--- config.mk ---
export PLATFORM = sky130hd
export DESIGN_NAME = scl_timing_gen
export DESIGN_NICKNAME = d
export VERILOG_FILES = /design/src/rtl/scl_gen_pkg.sv /design/src/rtl/scl_period_sel.sv /design/src/rtl/scl_phase_ctl.sv /design/src/rtl/scl_timing_gen.sv
export SDC_FILE = /design/constraint.sdc
export NUM_CORES = 1
export LEC_CHECK = 0
export BUFFER_PORTS_ARGS = -buffer_cell sky130_fd_sc_hd__buf_2
export CORE_MARGIN = 5
export CORE_UTILIZATION = 50
export CTS_CLUSTER_DIAMETER = 40
export DETAILED_ROUTE_END_ITERATION = 12
export PLACE_DENSITY = 0.74
export SYNTH_ARGS = -nofsm -noshare
export SYNTH_HDL_FRONTEND = slang
export SYNTH_SLANG_ARGS = --single-unit
--- constraint.sdc ---
create_clock -name clk -period 2.7 [get_ports clk]
set_clock_uncertainty 0.1 [all_clocks]
set_input_delay 0.54 -clock clk [delete_from_list [all_inputs] [get_ports clk]]
set_output_delay 0.54 -clock clk [all_outputs]
set_load 0.03 [all_outputs]
--- src/rtl/scl_gen_pkg.sv ---
package scl_gen_pkg;

   typedef enum logic [1:0] {
      PH_IDLE = 2'd0,
      PH_LOW  = 2'd1,
      PH_HIGH = 2'd2
   } phase_t;

   typedef enum logic [1:0] {
      SPD_STD   = 2'd0,
      SPD_FAST  = 2'd1,
      SPD_FASTP = 2'd2,
      SPD_TURBO = 2'd3
   } speed_t;

   // shortest legal low phase per speed mode, in oscillator ticks
   function automatic int unsigned floor_low(input logic [1:0] m);
      case (m)
         2'd0:    return 157;
         2'd1:    return 44;
         2'd2:    return 17;
         default: return 14;
      endcase
   endfunction

   // shortest legal high phase per speed mode, in oscillator ticks
   function automatic int unsigned floor_high(input logic [1:0] m);
      case (m)
         2'd0:    return 134;
         2'd1:    return 20;
         2'd2:    return 9;
         default: return 5;
      endcase
   endfunction

   // legacy rate table in kHz, code 0 fastest
   function automatic int unsigned legacy_khz(input logic [2:0] c);
      case (c)
         3'd0:    return 330;
         3'd1:    return 288;
         3'd2:    return 217;
         3'd3:    return 146;
         3'd4:    return 88;
         3'd5:    return 59;
         3'd6:    return 44;
         default: return 36;
      endcase
   endfunction

endpackage

--- src/rtl/scl_period_sel.sv ---
module scl_period_sel
   import scl_gen_pkg::*;
#(
   parameter int CNT_W     = 8,
   parameter int OSC_KHZ   = 19000,
   parameter bit HAS_FIXED = 1'b1
) (
   input  logic             cfg_prog,
   input  logic [2:0]       rate_code,
   input  logic [1:0]       speed_mode,
   input  logic [CNT_W-1:0] low_cnt,
   input  logic [CNT_W-1:0] high_cnt,
   output logic [CNT_W-1:0] eff_lo,
   output logic [CNT_W-1:0] eff_hi
);
   localparam int MAXC   = (1 << CNT_W) - 1;
   localparam int NRATES = 8;

   logic [CNT_W-1:0] p_lo, p_hi, m_lo, m_hi;

   // programmable style: raise each count to the mode floor
   always_comb begin
      m_lo = CNT_W'(floor_low(speed_mode));
      m_hi = CNT_W'(floor_high(speed_mode));
      p_lo = (low_cnt  < m_lo) ? m_lo : low_cnt;
      p_hi = (high_cnt < m_hi) ? m_hi : high_cnt;
   end

   if (HAS_FIXED) begin : g_fixed
      logic [CNT_W-1:0] fx_lo [NRATES];
      logic [CNT_W-1:0] fx_hi [NRATES];
      for (genvar g = 0; g < NRATES; g++) begin : g_code
         localparam int TOT  = OSC_KHZ / int'(legacy_khz(3'(g)));
         localparam int LO_R = TOT - TOT / 2;
         localparam int HI_R = TOT / 2;
         localparam int LO_S = (LO_R > MAXC) ? MAXC : ((LO_R < 2) ? 2 : LO_R);
         localparam int HI_S = (HI_R > MAXC) ? MAXC : ((HI_R < 2) ? 2 : HI_R);
         assign fx_lo[g] = CNT_W'(LO_S);
         assign fx_hi[g] = CNT_W'(HI_S);
      end
      assign eff_lo = cfg_prog ? p_lo : fx_lo[rate_code];
      assign eff_hi = cfg_prog ? p_hi : fx_hi[rate_code];
   end else begin : g_prog_only
      assign eff_lo = p_lo;
      assign eff_hi = p_hi;
   end
endmodule

--- src/rtl/scl_phase_ctl.sv ---
module scl_phase_ctl
   import scl_gen_pkg::*;
#(
   parameter int CNT_W = 8
) (
   input  logic             clk,
   input  logic             rst_n,
   input  logic             osc_tick,
   input  logic             xfer_active,
   input  logic             scl_in,
   input  logic [CNT_W-1:0] eff_lo,
   input  logic [CNT_W-1:0] eff_hi,
   output logic             scl_drive_low,
   output logic             rise_stb,
   output logic             fall_stb,
   output logic             ph_low,
   output logic             ph_high,
   output logic [CNT_W-1:0] hi_hold
);
   localparam logic [CNT_W-1:0] ONE = CNT_W'(1);

   phase_t           phase_q;
   logic [CNT_W-1:0] cnt_q;
   logic [CNT_W-1:0] hi_q;
   logic             rise_q, fall_q;
   logic             hi_tick;

   assign hi_tick = osc_tick && scl_in;

   always_ff @(posedge clk or negedge rst_n) begin
      if (!rst_n) begin
         phase_q <= PH_IDLE;
         cnt_q   <= '0;
         hi_q    <= '0;
         rise_q  <= 1'b0;
         fall_q  <= 1'b0;
      end else begin
         rise_q <= 1'b0;
         fall_q <= 1'b0;
         if (!xfer_active) begin
            phase_q <= PH_IDLE;
         end else begin
            case (phase_q)
               PH_IDLE: begin
                  phase_q <= PH_LOW;
                  cnt_q   <= eff_lo;
                  hi_q    <= eff_hi;
                  fall_q  <= 1'b1;
               end
               PH_LOW: begin
                  if (osc_tick) begin
                     if (cnt_q <= ONE) begin
                        phase_q <= PH_HIGH;
                        cnt_q   <= hi_q;
                     end else begin
                        cnt_q <= cnt_q - ONE;
                     end
                  end
               end
               PH_HIGH: begin
                  if (hi_tick) begin
                     if (cnt_q == hi_q) rise_q <= 1'b1;
                     if (cnt_q <= ONE) begin
                        phase_q <= PH_LOW;
                        cnt_q   <= eff_lo;
                        hi_q    <= eff_hi;
                        fall_q  <= 1'b1;
                     end else begin
                        cnt_q <= cnt_q - ONE;
                     end
                  end
               end
               default: phase_q <= PH_IDLE;
            endcase
         end
      end
   end

   assign scl_drive_low = (phase_q == PH_LOW);
   assign ph_low        = (phase_q == PH_LOW);
   assign ph_high       = (phase_q == PH_HIGH);
   assign rise_stb      = rise_q;
   assign fall_stb      = fall_q;
   assign hi_hold       = hi_q;
endmodule

--- src/rtl/scl_timing_gen.sv ---
module scl_timing_gen
   import scl_gen_pkg::*;
#(
   parameter int CNT_W     = 8,
   parameter int OSC_KHZ   = 19000,
   parameter bit HAS_FIXED = 1'b1
) (
   input  logic             clk,
   input  logic             rst_n,
   input  logic             osc_tick,
   input  logic             xfer_active,
   input  logic             cfg_prog,
   input  logic [2:0]       rate_code,
   input  logic [1:0]       speed_mode,
   input  logic [CNT_W-1:0] low_cnt,
   input  logic [CNT_W-1:0] high_cnt,
   input  logic             scl_in,
   output logic             scl_drive_low,
   output logic             rise_stb,
   output logic             fall_stb
);
   if (CNT_W < 8) begin : g_bad_width
      $error("CNT_W must hold the standard-mode floor of 157");
   end
   if (HAS_FIXED && (OSC_KHZ / 330 < 4)) begin : g_bad_osc
      $error("OSC_KHZ too low for the fastest legacy rate");
   end

   logic [CNT_W-1:0] eff_lo, eff_hi, hi_hold;
   logic             ph_low, ph_high;

   scl_period_sel #(
      .CNT_W(CNT_W), .OSC_KHZ(OSC_KHZ), .HAS_FIXED(HAS_FIXED)
   ) u_sel (
      .cfg_prog   (cfg_prog),
      .rate_code  (rate_code),
      .speed_mode (speed_mode),
      .low_cnt    (low_cnt),
      .high_cnt   (high_cnt),
      .eff_lo     (eff_lo),
      .eff_hi     (eff_hi)
   );

   scl_phase_ctl #(.CNT_W(CNT_W)) u_phase (
      .clk           (clk),
      .rst_n         (rst_n),
      .osc_tick      (osc_tick),
      .xfer_active   (xfer_active),
      .scl_in        (scl_in),
      .eff_lo        (eff_lo),
      .eff_hi        (eff_hi),
      .scl_drive_low (scl_drive_low),
      .rise_stb      (rise_stb),
      .fall_stb      (fall_stb),
      .ph_low        (ph_low),
      .ph_high       (ph_high),
      .hi_hold       (hi_hold)
   );
endmodule

==> reports/results.ini, run 1 <==
[floorplan]
num_rows=24
design.core.area_mm2=0.00429
start_util_pct=50.8
dieArea_mm2=0.00579
die_y_um=76.1
die_w_um=76.1
ios=30

[timing]
timing.final.crit_period_ns=2.48
period_share_pct=91.8
maxClockFrequency_ghz=0.404
setup-violations-final=0
maxSlewViolCount=0
slew_headroom_pct=63.2
grt_setup_unrepaired=false
worstMarginPinSlew_ns=0.547
tns_ns=0
holdWs_ns=0.121
hold_viol_final=0

[global_route]
overflow=0
antenna_found_initial=0
grt_pass1_wl_mm=9.69
grt_pass1_vias=2022
grt_max_degree=26
grt_usage_pct=19.8

[yosys]
ys_top_cells_by_count=23 x nor2_1, 20 x dfrtp_1, 20 x nand2_1
async_flop_share_pct=100
yosysTopAreaCell=dfrtp_1
ys_seq_elements=20
yosysMostFrequentCell=nor2_1
ys_seq_area_share_pct=22.9
synthTopCellsByArea=dfrtp_1 23%, ha_1 11%, nor2_1 4.0%
synth-edff-count=0
synthCells=254
synth_nets=300
ys_warn_count=0
synthFlopType=dfrtp_1
synth_area_mm2=0.00218
yosysTopAreaCellShare_pct=22.9
synth.avg_cell_area_um2=8.59
synthDistinctLibCells=63

[route]
antenna_left=0
wl_per_cell_um=16.9
routed_wl_mm=5.79
drt-initial-drc-count=218
vias=2127
firstDrtPassIters=5
drc=0
vias_per_cell=6.20

[final_layout]
drive_above_1_share_pct=23.4
fill_cells=390
syn_to_final_growth_pct=14.6
seq_area_um2=500
nets=338
multi_input_area_mm2=0.00155
utilization_pct=58.2
diodes=0

[critical_path]
endpoint_kind=flip-flop
cp_max_fo=9
arrival_ns=2.59
start_kind=input pin
crit_required_ns=2.81
crit_type=input pin to flip-flop
cp-startpoint=speed_mode[0]
r2r-start=u_phase.cnt_q[0]

[clock_tree]
cts_buffers=3
clkLatencyLatePin_ns=0.27
cts_tree=yes
cts.path.max_buffers=2
h-tree-depth=1
hold_buffers=0
cts.clk_slew.worst_paths_ns=0.08
clkSinkCount=20
post_cts_resized=0
cts_setup_buffers=0
root_buffer=clkbuf_8

[placed_design]
place_congestion=0.889
hpwl_mm=4.67
port_buffers=29

[outcome]
outcome=completed

[flow_run]
cap_violations=0

[worst_hold_path]
hp-class=input pin to async pin

[power_and_ir_drop]
vdd_drop_max_mv=0.338
p_leak_uw=0.00111
power_density_mw_per_mm2=888

state kept, by name (all words and copies together) (netlist names):
name / cells
u_phase.cnt_q: 8
u_phase.fall_stb: 1
u_phase.hi_hold: 8
u_phase.phase_q: 2
u_phase.rise_stb: 1
final timing paths:
kind | endpoint | slack, ns | cells after the start
setup / recovery | u_phase.cnt_q[5] | 0.22 | 9
hold / removal | u_phase.rise_stb | 0.12 | 1
setup reg to reg | u_phase.hi_hold[2] | 0.29 | 8
hold reg to reg | u_phase.hi_hold[3] | 0.47 | 2
max in group asynchronous | u_phase.cnt_q[5] | 2.05 | 1
min in group clk | u_phase.hi_hold[3] | 0.47 | 2
power breakdown:
| part | internal (µW) | leakage (µW) | switching (µW) |
|---|---|---|---|
| clock | 198 | 0.0000357 | 113 |
| combinational | 569 | 0.000834 | 685 |
| sequential | 434 | 0.000245 | 222 |
layer usage:
metal  track usage, %  up-vias  part of all wire, %
li1                 -     1033                    -
met1             26.4     1011                   43
met2             33.7       73                   50
met3             2.13       10                  5.6
met4             5.42        0                  1.7
met5                0        -                    0
cells by family (layout without fill, tap and decap cells):
| group | Yosys count | count (layout) | share of synthesized area (%) |
|---|---|---|---|
| compound gates | 82 | 82 | 28.9 |
| fa+ha+maj | 19 | 19 | 10.9 |
| flops | 20 | 20 | 22.9 |
| buf+inv | 26 | 63 | 5.96 |
| xor+xnor | 9 | 9 | 3.61 |
| mux | 10 | 10 | 4.93 |
| simple gates | 88 | 88 | 22.8 |
cell usage in the layout (no fill, tap or decap), types with 2 or more instances in the layout:
master	Yosys	layout
a211o_1	3	3
a211oi_1	5	5
a21o_1	5	5
a21oi_1	8	8
a311oi_1	2	2
a31oi_1	10	10
and3_1	3	3
buf_2	5	29
buf_4	1	14
clkbuf_8	0	3
dfrtp_1	20	20
ha_1	19	19
inv_1	15	15
mux2_2	2	2
mux2i_1	7	7
nand2_1	20	20
nand2b_4	2	2
nand3_1	5	5
nand3b_1	2	2
nand4_1	3	3
nor2_1	23	23
nor2b_1	4	4
nor3_1	5	5
nor3_2	2	2
nor3_4	2	2
nor4_1	3	3
o211ai_1	7	7
o21a_1	2	2
o21ai_0	15	15
o221ai_1	2	2
o22a_1	3	3
o31a_1	3	3
or2_2	2	2
or3_1	5	5
xnor2_1	9	9
critical path, cell delays in order:
cell and delay (ns):
buf_2 0.10, or2b_1 0.25, ha_1 0.29, a211o_1 0.33, a221oi_4 0.26, o21ai_4 0.15, mux2_4 0.33, a211oi_2 0.21
a221o_1 0.13
layout make-up:
class	count	share of cell area, %
inverter	16	2.50
sequential	20	20.0
multi-input combinational	208	62.0
tap	52	2.60
clock inverter	1	1.20
timing repair buffer	43	10.0
clock buffer	3	1.65
per-stage QoR:
| stage | total power (µW) | worst slack, ns | instance area (µm²) | cells |
|---|---|---|---|---|
| 2_1_floorplan | 1590 | 0.113 | 2180 | 254 |
| 3_3_place_gp | 1860 | -0.0317 | 2430 | 339 |
| 3_5_place_dp | 1890 | -0.0605 | 2430 | 339 |
| 4_1_cts | 2200 | 0.209 | 2500 | 343 |
| 5_1_grt | 2390 | 0.0517 | 2500 | 343 |
| 6_report | 2220 | 0.222 | 2500 | 343 |
Power figures use the tool's default switching activity.
==> run 2: changes to the inputs <==
==> constraint.sdc (replaced) <==
create_clock -name clk -period 3.1 [get_ports clk]
set_clock_uncertainty 0.1 [all_clocks]
set_input_delay 0.62 -clock clk [delete_from_list [all_inputs] [get_ports clk]]
set_output_delay 0.62 -clock clk [all_outputs]
set_load 0.03 [all_outputs]
==> run 2 against run 1 <==
Against the previous run: non-clock buffer count is 12 lower; via count is 2.3% lower; wire length is 2.2% lower; sequential share of layout area is 0.75 points higher; clock-buffer cell count stayed put; largest cell class unchanged; highest routed layer unchanged.
==> reports/results.ini, run 2 (synthesis results as in run 1) <==
[outcome]
outcome=completed

[final_layout]
nets=326  ; -3.6%
layout.cells.most_common_list=29 x buf_2, 23 x nor2_1, 20 x nand2_1, 20 x dfrtp_1, 19 x ha_1
fill_cells=395  ; +1.3%
syn_to_final_growth_pct=10.5
final_common_cell=buf_2
diodes=0  ; unchanged
drive_above_1_share_pct=20.1  ; -3.3 points
design_area_mm2=0.00241  ; -3.6%

[timing]
slew_headroom_pct=58.1  ; -5.1 points
tns_ns=0  ; unchanged
period_share_pct=88.9
fin_ws_ns=0.344  ; +0.121 ns
maxSlewViolCount=0  ; unchanged
grt_setup_unrepaired=false
timing.final.crit_period_ns=2.76
worstMarginPinSlew_ns=0.626  ; +0.0787 ns
hold_viol_final=0  ; unchanged
holdWs_ns=0.202  ; +0.0801 ns
maxClockFrequency_ghz=0.363
setup-violations-final=0  ; unchanged

[placed_design]
hpwl_mm=4.46  ; -4.5%
placedInstanceArea_mm2=0.00234  ; -3.7%
port_buffers=29  ; unchanged
preCtsSetupSlack_ns=0.0830  ; +0.144 ns
place_congestion=0.893  ; +0.42%

[critical_path]
crit_required_ns=3.21  ; +0.40 ns
cp_slowest_cell=mux2_2
endpoint_kind=flip-flop
arrival_ns=2.86  ; +0.27 ns
critPathMaxStageDelay_ns=0.39  ; +0.06 ns
cp_max_fo=9  ; unchanged
path_cells=buf_2, nor2_1, inv_1, ha_1, and4b_1, o211ai_1, o21ai_4, mux2_2, a21oi_1, o22a_1
crit_type=input pin to flip-flop
start_kind=input pin
ff2ff_path_depth=7  ; -1

[global_route]
antenna_found_initial=0  ; unchanged
grt_pass1_vias=1960  ; -3.1%
grt_pass1_wl_mm=9.36  ; -3.4%
grt_usage_pct=19.1  ; -0.67 points
overflow=0  ; unchanged
grt_max_degree=26  ; unchanged

[worst_hold_path]
hp-class=input pin to async pin

[clock_tree]
clkSinkCount=20  ; unchanged
hold_buffers=0  ; unchanged
cts.clk_slew.worst_paths_ns=0.08  ; about the same
cts_setup_buffers=0  ; unchanged
cts_buffers=3  ; unchanged
post_cts_resized=0  ; unchanged
h-tree-depth=1  ; unchanged
cts.path.max_buffers=2  ; unchanged
root_buffer=clkbuf_8
clkLatencyLatePin_ns=0.27  ; about the same
cts_tree=yes

[route]
vias_per_cell=6.28  ; +1.3%
wl_per_cell_um=17.1  ; +1.4%
drt-initial-drc-count=268  ; +23%
drc=0  ; unchanged
firstDrtPassIters=4  ; -1
vias=2079  ; -2.3%
antenna_left=0  ; unchanged
routed_wl_mm=5.67  ; -2.2%

[power_and_ir_drop]
vdd_drop_max_mv=0.344  ; +1.6%
power_density_mw_per_mm2=789  ; -11%
p_leak_uw=0.00106  ; -5.2%

[flow_run]
cap_violations=0  ; unchanged

[floorplan]
num_rows=24  ; unchanged
die_y_um=76.1  ; unchanged
dieArea_mm2=0.00579  ; unchanged
design.core.area_mm2=0.00429  ; unchanged
ios=30  ; unchanged
start_util_pct=50.8  ; unchanged
die_w_um=76.1  ; unchanged

[run 2: cell count changes in the layout (fill, tap and decap cells not counted), sizes merged]
cell	previous run	this run
buf	43	31
[run 2: routing by layer]
layer / GRT usage (%) / routed length [µm] / vias up / share of wire, %
met1: 25.5 / 2540 / 988 / 45
met2: 33.0 / 2770 / 79 / 49
li1: - / - / 1005 / -
met3: 2.48 / 308 / 7 / 5.4
met4: 4.02 / 52 / 0 / 0.92
met5: 0 / 0 / - / 0
[run 2: cell type report]
type                            instances  area (µm²)  share of cell area, %
Tap cell                               52        65.1                   2.70
Sequential cell                        20         500                   20.8
Multi-Input combinational cell        208        1550                   64.3
Inverter                               16        62.6                   2.59
Clock inverter                          1        30.0                   1.25
Timing Repair Buffer                   31         160                   6.64
Clock buffer                            3        41.3                   1.71
[run 2: power by group]
part | switching (µW) | internal, µW | leakage (µW) | total, µW
sequential | 201 | 378 | 0.000245 | 579
combinational | 587 | 467 | 0.000776 | 1050
clock | 98.0 | 173 | 0.0000357 | 271
[run 2: critical path, delay by kind of cell]
family	cells	cell delay (ns)
multiplexers	1	0.39
AO/OA/AOI/OAI	4	0.73
buffers and inverters	2	0.26
AND/OR/NAND/NOR	2	0.48
adder cells (fa/ha/maj)	1	0.36
[run 2: stage by stage]
| step | utilization (%) | power [µW] | instances |
|---|---|---|---|
| final | 56.1 | 1900 | 331 |
| after global routing | 56.1 | 2030 | 331 |
| after CTS | 56.1 | 1880 | 331 |
| after detailed placement | 54.5 | 1610 | 327 |
| after global placement | 54.5 | 1590 | 327 |
| after floorplan | - | 1380 | 254 |
[run 2: worst paths after layout]
| check | start | to | slack [ns] |
|---|---|---|---|
| setup / recovery | speed_mode[0] | u_phase.cnt_q[1] | 0.34 |
| hold / removal | rst_n | u_phase.cnt_q[4] | 0.20 |
| setup reg to reg | u_phase.cnt_q[0] | u_phase.hi_hold[5] | 0.68 |
| hold reg to reg | u_phase.hi_hold[3] | u_phase.hi_hold[3] | 0.46 |
| max in group asynchronous | rst_n | u_phase.hi_hold[0] | 2.38 |
| min in group clk | u_phase.hi_hold[3] | u_phase.hi_hold[3] | 0.46 |
==> run 3: changes to the inputs <==
--- a/config.mk
+++ b/config.mk
@@ -10,7 +10,8 @@
 export CORE_UTILIZATION = 50
 export CTS_CLUSTER_DIAMETER = 40
 export DETAILED_ROUTE_END_ITERATION = 12
-export PLACE_DENSITY = 0.74
+export PLACE_DENSITY = 0.73
 export SYNTH_ARGS = -nofsm -noshare
 export SYNTH_HDL_FRONTEND = slang
+export SYNTH_HIERARCHICAL = 1
 export SYNTH_SLANG_ARGS = --single-unit
==> run 3 against run 2 <==
Against the previous run: synthesized area up 7.6%; sequential share of layout area down 1.3 points; critical endpoint is now u_phase/cnt_q[5]; design area grew 6.5%; global-route usage up 1.6 points; worst setup slack got worse by 0.21 ns; die area increased by 6.6%.
==> reports/results.ini, run 3 <==
[yosys]
yosysTopAreaCell=dfrtp_1
synthCells=277  ; +9.1%
ys_seq_elements=20  ; unchanged
synthFlopType=dfrtp_1
synth.avg_cell_area_um2=8.47  ; -1.4%
ys_warn_count=6  ; +6
synth_area_mm2=0.00235  ; +7.6%
async_flop_share_pct=100  ; unchanged
ys_seq_area_share_pct=21.3  ; -1.6 points
yosysMostFrequentCell=nand2_1
synth-edff-count=0  ; unchanged
synthDistinctLibCells=62  ; -1.6%
yosysTopAreaCellShare_pct=21.3  ; -1.6 points
ys_top_cells_by_count=29 x nand2_1, 22 x ha_1, 20 x dfrtp_1
synthTopCellsByArea=dfrtp_1 21%, ha_1 12%, mux2_4 5.1%
synth_nets=326  ; +8.7%

[worst_hold_path]
hp-class=input pin to async pin

[final_layout]
layout.cells.most_common_list=29 x buf_2, 29 x nand2_1, 22 x ha_1, 20 x dfrtp_1, 14 x inv_1
stdcell_count=351  ; +6.0%
syn_to_final_growth_pct=9.43
drive_above_1_share_pct=19.9  ; -0.21 points
diodes=0  ; unchanged
nets=347  ; +6.4%

[clock_tree]
cts.path.max_buffers=2  ; unchanged
clkLatencyLatePin_ns=0.27  ; about the same
cts_buffers=3  ; unchanged
cts_tree=yes
h-tree-depth=1  ; unchanged
cts_setup_buffers=0  ; unchanged
cts.clk_slew.worst_paths_ns=0.08  ; about the same
post_cts_resized=0  ; unchanged
clkSinkCount=20  ; unchanged
root_buffer=clkbuf_8
hold_buffers=0  ; unchanged

[route]
routed_wl_mm=6.16  ; +8.7%
drc=0  ; unchanged
drt-initial-drc-count=228  ; -15%
vias=2215  ; +6.5%
antenna_left=0  ; unchanged
firstDrtPassIters=4  ; unchanged
wl_per_cell_um=17.6  ; +2.5%
vias_per_cell=6.31  ; +0.47%

[critical_path]
endpoint_kind=flip-flop
path_cells=buf_2, nand2b_1, ha_1, a211o_1, a21o_1, a22o_1, nor3_1, o21ai_0, a221o_1, a21oi_1
cp_slowest_cell=a221o_1
crit_required_ns=3.20  ; about the same
start_kind=input pin
critPathMaxStageDelay_ns=0.41  ; +0.02 ns
crit_type=input pin to flip-flop
cp_max_fo=9  ; unchanged
arrival_ns=3.07  ; +0.21 ns

[timing]
grt_setup_unrepaired=false
holdWs_ns=0.188  ; -0.0131 ns
timing.final.crit_period_ns=2.97  ; +0.211 ns
setup-violations-final=0  ; unchanged
maxSlewViolCount=0  ; unchanged
hold_viol_final=0  ; unchanged
slew_headroom_pct=60.7  ; +2.6 points
period_share_pct=95.7  ; +6.8 points
maxClockFrequency_ghz=0.337  ; -7.1%
worstMarginPinSlew_ns=0.586  ; -0.0397 ns

[floorplan]
die_w_um=78.5  ; +3.2%
start_util_pct=50.7  ; -0.11 points
ios=30  ; unchanged
num_rows=25  ; +4.2%
die_y_um=78.5  ; +3.2%
design.core.area_mm2=0.00463  ; +7.8%
dieArea_mm2=0.00616  ; +6.6%

[placed_design]
placed_cells=347  ; +6.1%
place_congestion=0.939  ; +5.2%
port_buffers=29  ; unchanged
hpwl_mm=4.79  ; +7.3%

[power_and_ir_drop]
power_density_mw_per_mm2=629  ; -20%
vdd_drop_max_mv=0.228  ; -34%
p_leak_uw=0.00115  ; +8.7%
total_power_uw=1620  ; -15%

[flow_run]
cap_violations=0  ; unchanged

[global_route]
antenna_found_initial=0  ; unchanged
overflow=0  ; unchanged
grt_pass1_vias=2166  ; +11%
grt_max_degree=30  ; +15%
grt_pass1_wl_mm=10.3  ; +10%
grt_usage_pct=20.7  ; +1.6 points

[outcome]
outcome=completed

run 3: changes by cell type in the layout (fill, tap and decap cells not counted), sizes merged, moves of 5 or more:
cell    before  now
o22ai        0    6
xor2         0    6
nor2        24    8
mux2         3    9
o211ai       7    2
nand2       20   30
run 3: path summary, 6_finish.rpt:
path / slack (ns) / to / from / cells after the start
max: 0.13 / u_phase/cnt_q[5] / speed_mode[1] / 10
min: 0.19 / u_phase/phase_q[0] / rst_n / 1
max reg2reg: 0.28 / u_phase/cnt_q[5] / u_phase/cnt_q[0] / 7
min reg2reg: 0.47 / u_phase/hi_hold[0] / u_phase/hi_hold[0] / 1
max in group asynchronous: 2.38 / u_phase/hi_hold[7] / rst_n / 1
min in group clk: 0.47 / u_phase/hi_hold[0] / u_phase/hi_hold[0] / 1
run 3: critical path: cells and delay by family:
kind,cells,cell delay (ns)
adder cells (fa/ha/maj),1,0.34
AO/OA/AOI/OAI,6,1.49
AND/OR/NAND/NOR,2,0.48
buffers and inverters,1,0.12
run 3: per-layer routing:
layer / part of all wire, % / vias up / routed length (µm) / global-route usage, %
li1: - / 1084 / - / -
met1: 44 / 1048 / 2740 / 26.7
met2: 49 / 72 / 3020 / 35.2
met3: 4.6 / 11 / 282 / 1.95
met4: 1.9 / 0 / 118 / 8.39
met5: 0 / - / 0 / 0
run 3: power by group:
part	switching (µW)	internal, µW
clock	94.5	113
sequential	156	366
combinational	477	409
total	728	888
run 3: area by class of cell:
| type | count | area, µm² |
|---|---|---|
| tap | 54 | 67.6 |
| sequential | 20 | 500 |
| fill | 420 | 2060 |
| timing repair buffer | 35 | 190 |
| clock buffer | 4 | 55.1 |
| inverter | 14 | 52.6 |
| multi-input combinational | 224 | 1700 |
run 3: per-stage QoR:
step	utilization, %	TNS, ns	cell area, µm²	setup slack, ns
after floorplan	-	0	2350	0.210
after global placement	54.3	-0.0209	2510	-0.0209
after detailed placement	54.3	-0.0295	2510	-0.0279
after CTS	55.5	0	2570	0.183
after global routing	55.5	0	2570	0.0163
final	55.5	0	2570	0.133
run 3: logic make-up after synthesis:
logic type,share of synthesized area (%)
compound gates,27.5
simple gates,21.1
flops,21.3
xor+xnor,4.48
buf+inv,6.13
mux,7.73
fa+ha+maj,11.7
